`config.mk`:
```
export PLATFORM = sky130hd
export DESIGN_NAME = phase_zone_seq
export DESIGN_NICKNAME = d
export VERILOG_FILES = /design/src/rtl/zseq_pkg.sv /design/src/rtl/base_phase_ctr.sv /design/src/rtl/zone_phase_map.sv /design/src/rtl/zone_event_gen.sv /design/src/rtl/phase_zone_seq.sv
export SDC_FILE = /design/constraint.sdc
export NUM_CORES = 1
export LEC_CHECK = 0
export BUFFER_PORTS_ARGS = -buffer_cell sky130_fd_sc_hd__buf_2
export CORE_AREA = 2 2 39 41
export DETAILED_ROUTE_END_ITERATION = 8
export DIE_AREA = 0 0 41 43
export MAX_ROUTING_LAYER = met4
export PLACE_DENSITY = 0.54
export SLEW_MARGIN = 10
export SYNTH_ARGS = -nofsm -noshare
export SYNTH_HDL_FRONTEND = slang
export SYNTH_HIERARCHICAL = 1
export SYNTH_SLANG_ARGS = --single-unit
```
`constraint.sdc`:
```
create_clock -name clk_i -period 1.1 [get_ports clk_i]
set_input_delay 0.165 -clock clk_i [delete_from_list [all_inputs] [get_ports clk_i]]
set_output_delay 0.165 -clock clk_i [all_outputs]
set_load 0.005 [all_outputs]
```
`src/rtl/zseq_pkg.sv`:
```
package zseq_pkg;
  localparam int unsigned PHASE_W    = 2;
  localparam int unsigned NUM_PHASES = 4;

  typedef enum logic [PHASE_W-1:0] {
    PH_SWITCH  = 2'b00,
    PH_HOLD    = 2'b01,
    PH_RELEASE = 2'b10,
    PH_RELAX   = 2'b11
  } phase_e;

  function automatic phase_e next_phase(phase_e p);
    return phase_e'(PHASE_W'(p + 2'd1));
  endfunction

  function automatic phase_e lag_phase(phase_e base, int unsigned lag);
    logic [PHASE_W-1:0] d;
    d = PHASE_W'(lag % NUM_PHASES);
    return phase_e'(PHASE_W'(base - d));
  endfunction
endpackage

```
`src/rtl/base_phase_ctr.sv`:
```
module base_phase_ctr
  import zseq_pkg::*;
(
  input  logic   clk_i,
  input  logic   rst_ni,
  input  logic   run_i,
  output phase_e base_o
);
  phase_e base_q;

  always_ff @(posedge clk_i or negedge rst_ni) begin
    if (!rst_ni)    base_q <= PH_SWITCH;
    else if (run_i) base_q <= next_phase(base_q);
  end

  assign base_o = base_q;

  p_step_r2: assert property (@(posedge clk_i) disable iff (!rst_ni)
    run_i |=> (base_q == phase_e'(PHASE_W'($past(base_q) + 2'd1))));
  p_freeze_r4: assert property (@(posedge clk_i) disable iff (!rst_ni)
    !run_i |=> $stable(base_q));
endmodule

```
`src/rtl/zone_phase_map.sv`:
```
module zone_phase_map
  import zseq_pkg::*;
#(
  parameter int unsigned NUM_ZONES = 4
) (
  input  phase_e                            base_i,
  output logic [NUM_ZONES-1:0][PHASE_W-1:0] zone_o
);
  for (genvar z = 0; z < NUM_ZONES; z++) begin : g_zone
    assign zone_o[z] = lag_phase(base_i, z);
  end
endmodule

```
`src/rtl/zone_event_gen.sv`:
```
module zone_event_gen
  import zseq_pkg::*;
#(
  parameter int unsigned NUM_ZONES = 4
) (
  input  logic                              clk_i,
  input  logic                              rst_ni,
  input  logic                              run_i,
  input  logic [NUM_ZONES-1:0][PHASE_W-1:0] zone_i,
  output logic [NUM_ZONES-1:0]              adv_o,
  output logic [NUM_ZONES-1:0]              valid_o
);
  logic [NUM_ZONES-1:0] adv_q;

  for (genvar z = 0; z < NUM_ZONES; z++) begin : g_evt
    // relax is the last phase before switch
    always_ff @(posedge clk_i or negedge rst_ni) begin
      if (!rst_ni) adv_q[z] <= 1'b0;
      else         adv_q[z] <= run_i && (zone_i[z] == PH_RELAX);
    end

    assign valid_o[z] = (zone_i[z] == PH_HOLD);

    p_adv_in_switch_r6: assert property (@(posedge clk_i) disable iff (!rst_ni)
      adv_q[z] |-> (zone_i[z] == PH_SWITCH));
    p_adv_single_r6: assert property (@(posedge clk_i) disable iff (!rst_ni)
      adv_q[z] |=> !adv_q[z]);
    p_adv_needs_run_r4: assert property (@(posedge clk_i) disable iff (!rst_ni)
      !run_i |=> !adv_q[z]);
  end

  assign adv_o = adv_q;
endmodule

```
`src/rtl/phase_zone_seq.sv`:
```
module phase_zone_seq
  import zseq_pkg::*;
#(
  parameter int unsigned NUM_ZONES = 4,
  localparam int unsigned PW       = NUM_ZONES * PHASE_W
) (
  input  logic                 clk_i,
  input  logic                 rst_ni,
  input  logic                 run_i,
  output logic [PW-1:0]        phase_o,
  output logic [NUM_ZONES-1:0] adv_o,
  output logic [NUM_ZONES-1:0] valid_o
);
  phase_e                            base;
  logic [NUM_ZONES-1:0][PHASE_W-1:0] zone;

  base_phase_ctr u_base (
    .clk_i  (clk_i),
    .rst_ni (rst_ni),
    .run_i  (run_i),
    .base_o (base)
  );

  zone_phase_map #(.NUM_ZONES(NUM_ZONES)) u_map (
    .base_i (base),
    .zone_o (zone)
  );

  zone_event_gen #(.NUM_ZONES(NUM_ZONES)) u_evt (
    .clk_i   (clk_i),
    .rst_ni  (rst_ni),
    .run_i   (run_i),
    .zone_i  (zone),
    .adv_o   (adv_o),
    .valid_o (valid_o)
  );

  assign phase_o = zone;

  for (genvar z = 0; z + 1 < NUM_ZONES; z++) begin : g_flow
    p_hold_feeds_switch_r8: assert property (@(posedge clk_i) disable iff (!rst_ni)
      valid_o[z] |-> (phase_o[(z+1)*PHASE_W +: PHASE_W] == PH_SWITCH));
    p_adv_chain_r9: assert property (@(posedge clk_i) disable iff (!rst_ni)
      (adv_o[z] && run_i) |=> adv_o[z+1]);
  end

  if (NUM_ZONES == NUM_PHASES) begin : g_one_valid
    p_one_valid_r7: assert property (@(posedge clk_i) disable iff (!rst_ni)
      $onehot(valid_o));
  end
endmodule

```
**Word-level counts from Yosys, hierarchy flattened**

Cells that the tools add are included.
Widths: inputs -> output; s select.

- Register bits after elaboration: 6
- Output and inout port bits: 16

- Equal/unequal tests: 8
- Reduce and logical (&&, ||, !) cells: 4
- Add/sub/neg operators: 4

Operators by type and width:

| kind | count |
|---|---|
| $eq 2x1->1 const B | 4 |
| $eq 2x2->1 const B | 4 |
| $logic_and 1x1->1 | 4 |
| $sub 2x2->2 const B | 2 |
| $add 2x1->2 const B | 1 |
| $sub 2x1->2 const B | 1 |

**Longest topological paths before layout**

Gate-level depths: netlist of the first run.

- Word-level depth: 3
- Mapped depth: 3
- Gate-level depth less buffers: 2

**Cells and area by module**

The synthesis of the first run kept the hierarchy.

By module, submodules not included:

| module | area an instance (um2) | cells each | instances | seq. area each (um2) |
|---|---|---|---|---|
| zone_event_gen | 150.1 | 12 | 1 | 100.1 |
| base_phase_ctr | 71.3 | 5 | 1 | 50.0 |
| zone_phase_map | 55.1 | 8 | 1 | 0.0 |

**Worst setup path after synthesis of the first run**

No wires, ideal clock.

- Path kind: flip-flop to output port
- Start point: register u_base.base_q[0] (netlist: u_base/base_o[0])
- End point: output valid_o[3]
- Arrival time: 0.821 ns
- Data required time: 0.935 ns
- Path slack: 0.114 ns
- Cell stages (with the launch flop): 4
- Cell sequence: dfrtp_1 > inv_1 > buf_4 > nor2b_1

- Longest elaborated chain between the ends: 2

Ends and longest elaborated chain:

| item | line | source |
|---|---|---|
| from (decl) | base_phase_ctr.sv:9 | `phase_e base_q;` |
| from (signal assigned) | base_phase_ctr.sv:13 | `else if (run_i) base_q <= next_phase(base_q);` |
| $sub 2x2->2 | zseq_pkg.sv:19 | `return phase_e'(PHASE_W'(base - d));` |
| via phase_o[6] | phase_zone_seq.sv:10 | `output logic [PW-1:0] phase_o,` |
| $eq 2x1->1 | zone_event_gen.sv:22 | `assign valid_o[z] = (zone_i[z] == PH_HOLD);` |
| to (decl) | phase_zone_seq.sv:12 | `output logic [NUM_ZONES-1:0] valid_o` |

The timed path passes the listed nets, and every way through them passes these cells.

**Worst setup path after layout of the first run**

- Start point: register u_base.base_q[0] (netlist: u_base/base_o[0])
- End point: output valid_o[3]

- Longest elaborated chain between the ends: 2

Ends and longest elaborated chain:

| item | line |
|---|---|
| $sub 2x2->2 | zseq_pkg.sv:19 |
| $eq 2x1->1 | zone_event_gen.sv:22 |

No other way between the ends.

==> run summary, run 1 <==
The overall power after layout was 0.001428 W. The measured slew at the worst slew-check pin is 170.5 ps. The kind of path behind the tightest hold check is input port to flip-flop.

Global routing used 7.629% of the available tracks across all layers. The number of placed instances, taps included, is 56. The total clock sinks is 6.

The max-capacitance violation count is 0, and the count of warnings emitted by yosys is 6. The pre-antenna-repair detailed-routing pass consisted of 4 iterations. The worst-case clock buffer depth is 2, and the count of buffer and inverter cells on the critical path is 1. The area of the core region was 1384 um^2; the wire length of the first global-routing pass was 855 um. The final max-slew violation count was 0; the register bit count reported by yosys was 6. Hold is met by 175.8 ps.

Clock tree synthesis inserted a total of 3 buffers. Dividing the final minimum period by the clock period gives 115.3%. The final reports fail on setup timing.

Die extent in y: 43 um. From synthesis to final layout, the design area changed by 57.92%. The number of nets handed over by synthesis was 28.

Via count of the first global-routing pass: 214. In this run the number of cells on the critical path is 3. The worst hold path passes through 2 cells. The number of antenna violations at the first check in global routing came out at 0.

The run gives 1763 um^2 as the area of the die. The congestion estimate from routability-driven global placement came to 0.6516. The net count of the finished layout is 52. The clock skew after layout was 4.938 ps. The tools report the routed wire length as 556 um. The tools report the end point of the most critical hold path as u_base/base_o[0]$_DFFE_PN0P_.

Most common cell after layout, fill and taps aside: sky130_fd_sc_hd__buf_2. Yosys attributes the largest share of cell area to sky130_fd_sc_hd__dfrtp_1, sky130_fd_sc_hd__buf_4, sky130_fd_sc_hd__and3_1, sky130_fd_sc_hd__nor2b_1, sky130_fd_sc_hd__xnor2_1. The run finished, with violations left.

For this run the aggregate overflow at the end of global routing stands at 0. Detailed-routed wire length on met3: 27 um. Timing would allow up to 0.7882 GHz. The register clock-pin slew on the reported worst setup and hold paths is 50 ps. The tools report the endpoint type of the worst setup path as a primary output. The run gives 0 as the number of diodes added for antenna fixing.

Leakage dissipation: 0.2542 nW. Synthesis produced a netlist whose cell count is 25. The count of cells in the finished layout, fillers not included, comes to 63. The critical path data required time is 940 ps. The quantity of I/O buffers inserted on ports came out at 18.

Signal routing reaches up to met3. For this design the ratio of total power to cell area is 3271 nW/um^2. The site row count is 14, and the final routed DRC violation total is 0.

In this run the biggest area consumer among cell types represents 54.30% of the synthesized area. Across all register-to-register paths, the minimum setup slack is 130 ps. For the worst flop-to-flop path, the logic depth is 3. H-tree level count: 1.

Measured along the x axis, the die boundary spans 41 um. Leaving out fill and tap cells, the most frequent cells in the layout are sky130_fd_sc_hd__buf_2, sky130_fd_sc_hd__buf_4, sky130_fd_sc_hd__nor2b_1, sky130_fd_sc_hd__and3_1, sky130_fd_sc_hd__dfrtp_1. Summed over all nets, wire length on met2 after detailed routing comes to 325 um.

After synthesis the cells add up to 276.5 um^2. Once layout is complete, the utilization of the core stands at 31.56%. Number of endpoints with negative hold slack in the final report: 0. Walking the worst path, the cells encountered are xor2_2 > nor2b_1 > buf_2. Dividing the detail-routed via count by the number of cells gives 3.587. Entering global routing, the biggest net connects 8 pins. The aggregate negative setup slack is -992.7 ps, and the detailed-routing wirelength on met1 is 203 um. The cell type with the highest aggregate area in the netlist was sky130_fd_sc_hd__dfrtp_1.

The detailed-route wire length per cell is 8.825 um. Among cell families on the critical path, the largest total delay comes from flip-flops. The worst-case IR drop observed on VDD is 0.6644 mV. The post-layout minimum cycle time works out to 1269 ps. Along the worst path, the maximum fanout reaches 5. Once detail routing completed, the nets flagged for antenna violations numbered 0. Clock latency on the worst-skew pair, taken at its later pin, is 240 ps. Type of the worst setup path: flip-flop to primary output.

For the worst setup path, the data arrival time is 1100 ps. Across all layers, the routed design uses 226 vias. Setup violations remaining at the end of the flow were counted as 11.

The tools report the start point of the worst min-delay path as run_i. After synthesis, flip-flops and latches occupy 54.30% of the total area. The worst flop-to-flop path endpoint is u_base/base_o[1]$_DFFE_PN0P_.

The initial utilization of the core area, before any placement, comes to 19.98%. In this run, distinct cell masters in the synthesized netlist total 8. The mean post-synth cell area is 11.06 um^2.

The startpoint type of the worst setup path was a flip-flop. The final worst-path setup slack is -168.8 ps. The slowest library cell on the worst path was sky130_fd_sc_hd__dfrtp_2. In this run, the number of DRC markers left after iteration 0 of detailed routing was 2.

The worst stage delay on the critical path works out to 450 ps. The worst pin sits at a relative slew slack of 88.58%. In this run the critical register-to-register path is launched from u_base/base_o[1]$_DFFE_PN0P_. TritonCTS built the clock tree. The tree is rooted in a sky130_fd_sc_hd__clkbuf_4.

19 I/O pins were placed. Setup repair after global routing could not meet its margin everywhere. Of the cells placed in the final design, the portion with a size suffix greater than 1 is 63.83%.
-- worst register-to-register path, delay by kind of cell, from the launching register on --
family | cells | cell delay (ps)
xor gates and xnor gates | 1 | 110
buffers and inverters | 2 | 280
DFF | 1 | 450
-- flip-flops by register name (all words and copies together) (netlist names) --
| signal | cells |
|---|---|
| u_evt/adv_o | 4 |
| u_base/base_o | 2 |
-- worst max path at each step --
stage | to | startpoint
final | valid_o[3] | u_base/base_o[0]$_DFFE_PN0P_
after global routing | valid_o[3] | u_base/base_o[0]$_DFFE_PN0P_
after CTS | valid_o[3] | u_base/base_o[1]$_DFFE_PN0P_
after detailed placement | valid_o[1] | u_base/base_o[1]$_DFFE_PN0P_
after global placement | valid_o[1] | u_base/base_o[1]$_DFFE_PN0P_
after floorplan | valid_o[3] | u_base/base_o[0]$_DFFE_PN0P_
-- logic make-up after synthesis --
family	count (synthesis)	synth area share [%]
buf+inv	6	13.58
flops	6	54.30
simple gates	9	19.45
xor+xnor	4	12.67
-- final cells by class --
type | count | area, um^2
Fill cell | 147 | 947.2
Sequential cell | 6 | 152.6
Timing Repair Buffer | 23 | 130.1
Multi-Input combinational cell | 13 | 103.9
Clock buffer | 3 | 22.52
Tap cell | 16 | 20.02
Inverter | 2 | 7.507
-- through the flow --
stage	cell area, um^2	worst slack [ps]
6_report	436.7	-168.8
5_1_grt	436.7	-241.4
4_1_cts	421.7	-170.9
3_5_place_dp	364.1	19.37
3_3_place_gp	364.1	43.74
2_1_floorplan	276.5	114.1
-- power by group --
group	internal [W]	total (W)	switching, W
combinational	0.000475	0.000817	0.000342
clock	0.000123	0.000200	0.0000769
sequential	0.000316	0.000411	0.0000950
-- Yosys cell counts --
cell and number:
sky130_fd_sc_hd__and3_1 4, sky130_fd_sc_hd__buf_4 4, sky130_fd_sc_hd__dfrtp_1 6, sky130_fd_sc_hd__inv_1 2, sky130_fd_sc_hd__nand2_1 1, sky130_fd_sc_hd__nor2b_1 4, sky130_fd_sc_hd__xnor2_1 2, sky130_fd_sc_hd__xor2_1 2
-- routing by layer --
layer | track usage, % | vias to the layer above
met5 | - | -
met2 | 10.94 | 7
li1 | - | 116
met3 | 0 | 0
met1 | 8.738 | 103
met4 | 8.000 | 0
-- timing repair --
item / in CTS / in global routing
pin swaps: 1 / 2
resized for setup: 3 / 2
hold endpoints to repair: 6 / 0
endpoints found under the setup margin: 11 / 11
hold buffers: 1 / 0
setup buffers: 2 / 1
(Power assumes the default switching activity.)
==> run 2: changes to the inputs <==
--- a/config.mk
+++ b/config.mk
@@ -11,6 +11,7 @@
 export DIE_AREA = 0 0 41 43
 export MAX_ROUTING_LAYER = met4
 export PLACE_DENSITY = 0.54
+export RECOVER_POWER = 100
 export SLEW_MARGIN = 10
 export SYNTH_ARGS = -nofsm -noshare
 export SYNTH_HDL_FRONTEND = slang
==> run 2 against run 1 <==
The flow still finishes with violations (setup timing); clock skew unchanged; sequential share of layout area up 0.51 points; via count unchanged; clock-buffer cell count unchanged; critical path depth unchanged; utilization down 0.45 points; sequential power about the same; die area unchanged; setup slack unchanged; global-route usage unchanged; critical endpoint unchanged; largest power group unchanged.
==> run summary, run 2 (same netlist as run 1, synthesis figures left out) <==
The post-layout minimum cycle time was 1269 ps (unchanged). The maximum clock rate came out at 0.7882 GHz (unchanged). The global-route total usage across every layer is 7.629% (unchanged), and the worst stage delay on the critical path is 450 ps (about the same). The endpoint type of the worst setup path was a primary output. The count of buffer and inverter cells on the critical path is 1 (unchanged), and the critical path arrival is 1100 ps (about the same). Critical path data required time: 940 ps (about the same).

The number of flip-flops under the largest register name works out to 4 (unchanged). The most common cell after layout, fill and taps aside is sky130_fd_sc_hd__buf_2. The DRC marker count from the first detailed-route iteration came out at 2 (unchanged).

The area growth from synthesis to layout is 55.66%. The antenna violation net count after detailed routing was 0 (unchanged); the power density over cell area was 3295 nW/um^2 (+0.72%). The clock root buffer master is sky130_fd_sc_hd__clkbuf_4. The run gives 0 (unchanged) as the final routed DRC violation total. The quantity of I/O buffers inserted on ports was 18 (unchanged); the largest fanout on the critical path was 5 (unchanged). The total clock sinks is 6 (unchanged). Top cell family by delay on the critical path: flip-flops.

For the number of clock buffers inserted by TritonCTS, the log shows 3 (unchanged). The wire length of the first global-routing pass is 855 um (unchanged). The area of the die is 1763 um^2 (unchanged). The worst slack after detailed placement is 19.37 ps (unchanged), and the number of failing setup endpoints in the final timing report is 11 (unchanged). The leakage dissipation is 0.2355 nW (-7.4%). The count of pins on the block boundary was 19 (unchanged).

The final cycle utilization of the critical path works out to 115.3% (unchanged). The run gives 14 (unchanged) as the site row count. Traced cell by cell, the critical path runs through xor2_2 > nor2b_1 > buf_2. Leaving out fill and tap cells, the most frequent cells in the layout are sky130_fd_sc_hd__buf_2, sky130_fd_sc_hd__clkbuf_1. Setup repair after global routing could not meet its margin everywhere. The tools report the via total after detailed routing as 226 (unchanged). The H-tree level count came out at 1 (unchanged). The detailed-route wire length per cell is 8.905 um (+0.90%), and the routed wire length is 561 um (+0.90%).

The number of antenna violations at the first check in global routing was 0 (unchanged). The measured slew at the worst slew-check pin is 316.9 ps (+146.5 ps). Among all stages on the critical path, the largest delay is contributed by sky130_fd_sc_hd__dfrtp_2. The path class of the tightest hold or removal check is input port to flip-flop. The logs give 0 (unchanged) for the number of diodes added for antenna fixing and 0.6615 mV (-0.42%) for the maximum vdd ir drop.

The logs give 240 ps (about the same) for the clock latency on the worst-skew pair and 150 (+2.0%) for the filler cell count in the final layout. The final worst-path setup slack was -168.8 ps (unchanged); the share of cells above drive strength 1 was 53.19% (-11 points). The via count normalized by instance count is 3.587 (unchanged). For the clock skew after layout, the log shows 4.938 ps (unchanged).

The startpoint type of the worst setup path is a flip-flop. The via count of the first global-routing pass is 214 (unchanged). The final max-slew violation count is 0 (unchanged). The logs give 0.6516 (unchanged) for the global placer's final weighted congestion and 2 (unchanged) for the worst-case clock buffer depth.

The worst-case headroom to the max-slew limit was 78.87% (-9.7 points). The register clock-pin slew on the reported worst setup and hold paths is 50 ps (about the same), and the maximum number of pins on one net before global-route repair is 8 (unchanged). The flow ran to the end, but the final reports show violations.

Number of search-and-repair iterations in the first detailed-routing pass: 4 (unchanged). The worst setup path is of the flip-flop to primary output kind. The overall die width is 41 um (unchanged), and the net count of the finished layout is 52 (unchanged). The area of the core region is 1384 um^2 (unchanged), and the die extent in y is 43 um (unchanged). The aggregate negative setup slack is -992.7 ps (unchanged), and the effective utilization at floorplan is 19.98% (unchanged). TritonCTS built the clock tree. The max-capacitance violation count is 0 (unchanged).

The run gives 0 (unchanged) as the total congestion overflow after global routing. The number of endpoints with negative hold slack in the final report was 0 (unchanged). The checks that failed: setup timing.
run 2: cell count changes in the layout (fill, tap and decap cells not counted):
cell	before	now
sky130_fd_sc_hd__buf_2	18	13
sky130_fd_sc_hd__clkbuf_1	0	5
run 2: path summary, 6_finish.rpt:
path	from	endpoint	slack [ps]	cells after the start
max	u_base/base_o[0]$_DFFE_PN0P_	valid_o[3]	-170	3
max reg2reg	u_base/base_o[1]$_DFFE_PN0P_	u_base/base_o[1]$_DFFE_PN0P_	130	3
min reg2reg	u_base/base_o[1]$_DFFE_PN0P_	u_evt/adv_o[0]$_DFF_PN0_	650	1
min	run_i	u_base/base_o[0]$_DFFE_PN0P_	180	2
min in group asynchronous	rst_ni	u_evt/adv_o[3]$_DFF_PN0_	320	2
max in group asynchronous	rst_ni	u_base/base_o[1]$_DFFE_PN0P_	510	2
run 2: area by class of cell:
| class | count | area, um^2 | area share, % |
|---|---|---|---|
| Clock buffer | 3 | 22.52 | 5.233 |
| Inverter | 2 | 7.507 | 1.744 |
| Tap cell | 16 | 20.02 | 4.651 |
| Sequential cell | 6 | 152.6 | 35.47 |
| Timing Repair Buffer | 23 | 123.9 | 28.78 |
| Multi-Input combinational cell | 13 | 103.9 | 24.13 |
run 2: timing repair:
item	4_1_cts	5_1_grt
hold buffers	1	0
endpoints found under the hold margin	6	0
endpoints found under the setup margin	11	11
resized for setup	3	2
pin swaps	1	2
buffers inserted	2	1
run 2: worst reg2reg max path, stage by stage, from the launching register on:
cell and delay [ps]:
sky130_fd_sc_hd__dfrtp_2 450, sky130_fd_sc_hd__buf_4 160, sky130_fd_sc_hd__buf_4 120, sky130_fd_sc_hd__xnor2_1 110
run 2: per-layer routing:
layer / part of all wire, % / global-route usage, % / vias to the layer above
met5: 0 / - / -
met4: 0 / 8.000 / 0
met3: 4.8 / 0 / 0
met2: 58 / 10.94 / 7
met1: 37 / 8.738 / 103
li1: - / - / 116
run 2: power breakdown:
group | internal [W] | switching (W) | leakage [nW]
Clock | 0.000123 | 0.0000769 | 0.0138
Sequential | 0.000316 | 0.0000969 | 0.0751
Combinational | 0.000463 | 0.000342 | 0.147
Total | 0.000902 | 0.000516 | 0.235
run 2: stage by stage:
step	utilization (%)	area (um^2)	std cells	hold slack [ps]	total power (W)
after floorplan	-	276.5	25	-130.6	0.0008043
after global placement	26.31	364.1	56	-6.236	0.001082
after detailed placement	26.31	364.1	56	-3.276	0.001087
after CTS	30.47	421.7	62	171.6	0.001387
after global routing	31.10	430.4	63	183.9	0.001552
final	31.10	430.4	63	175.8	0.001418
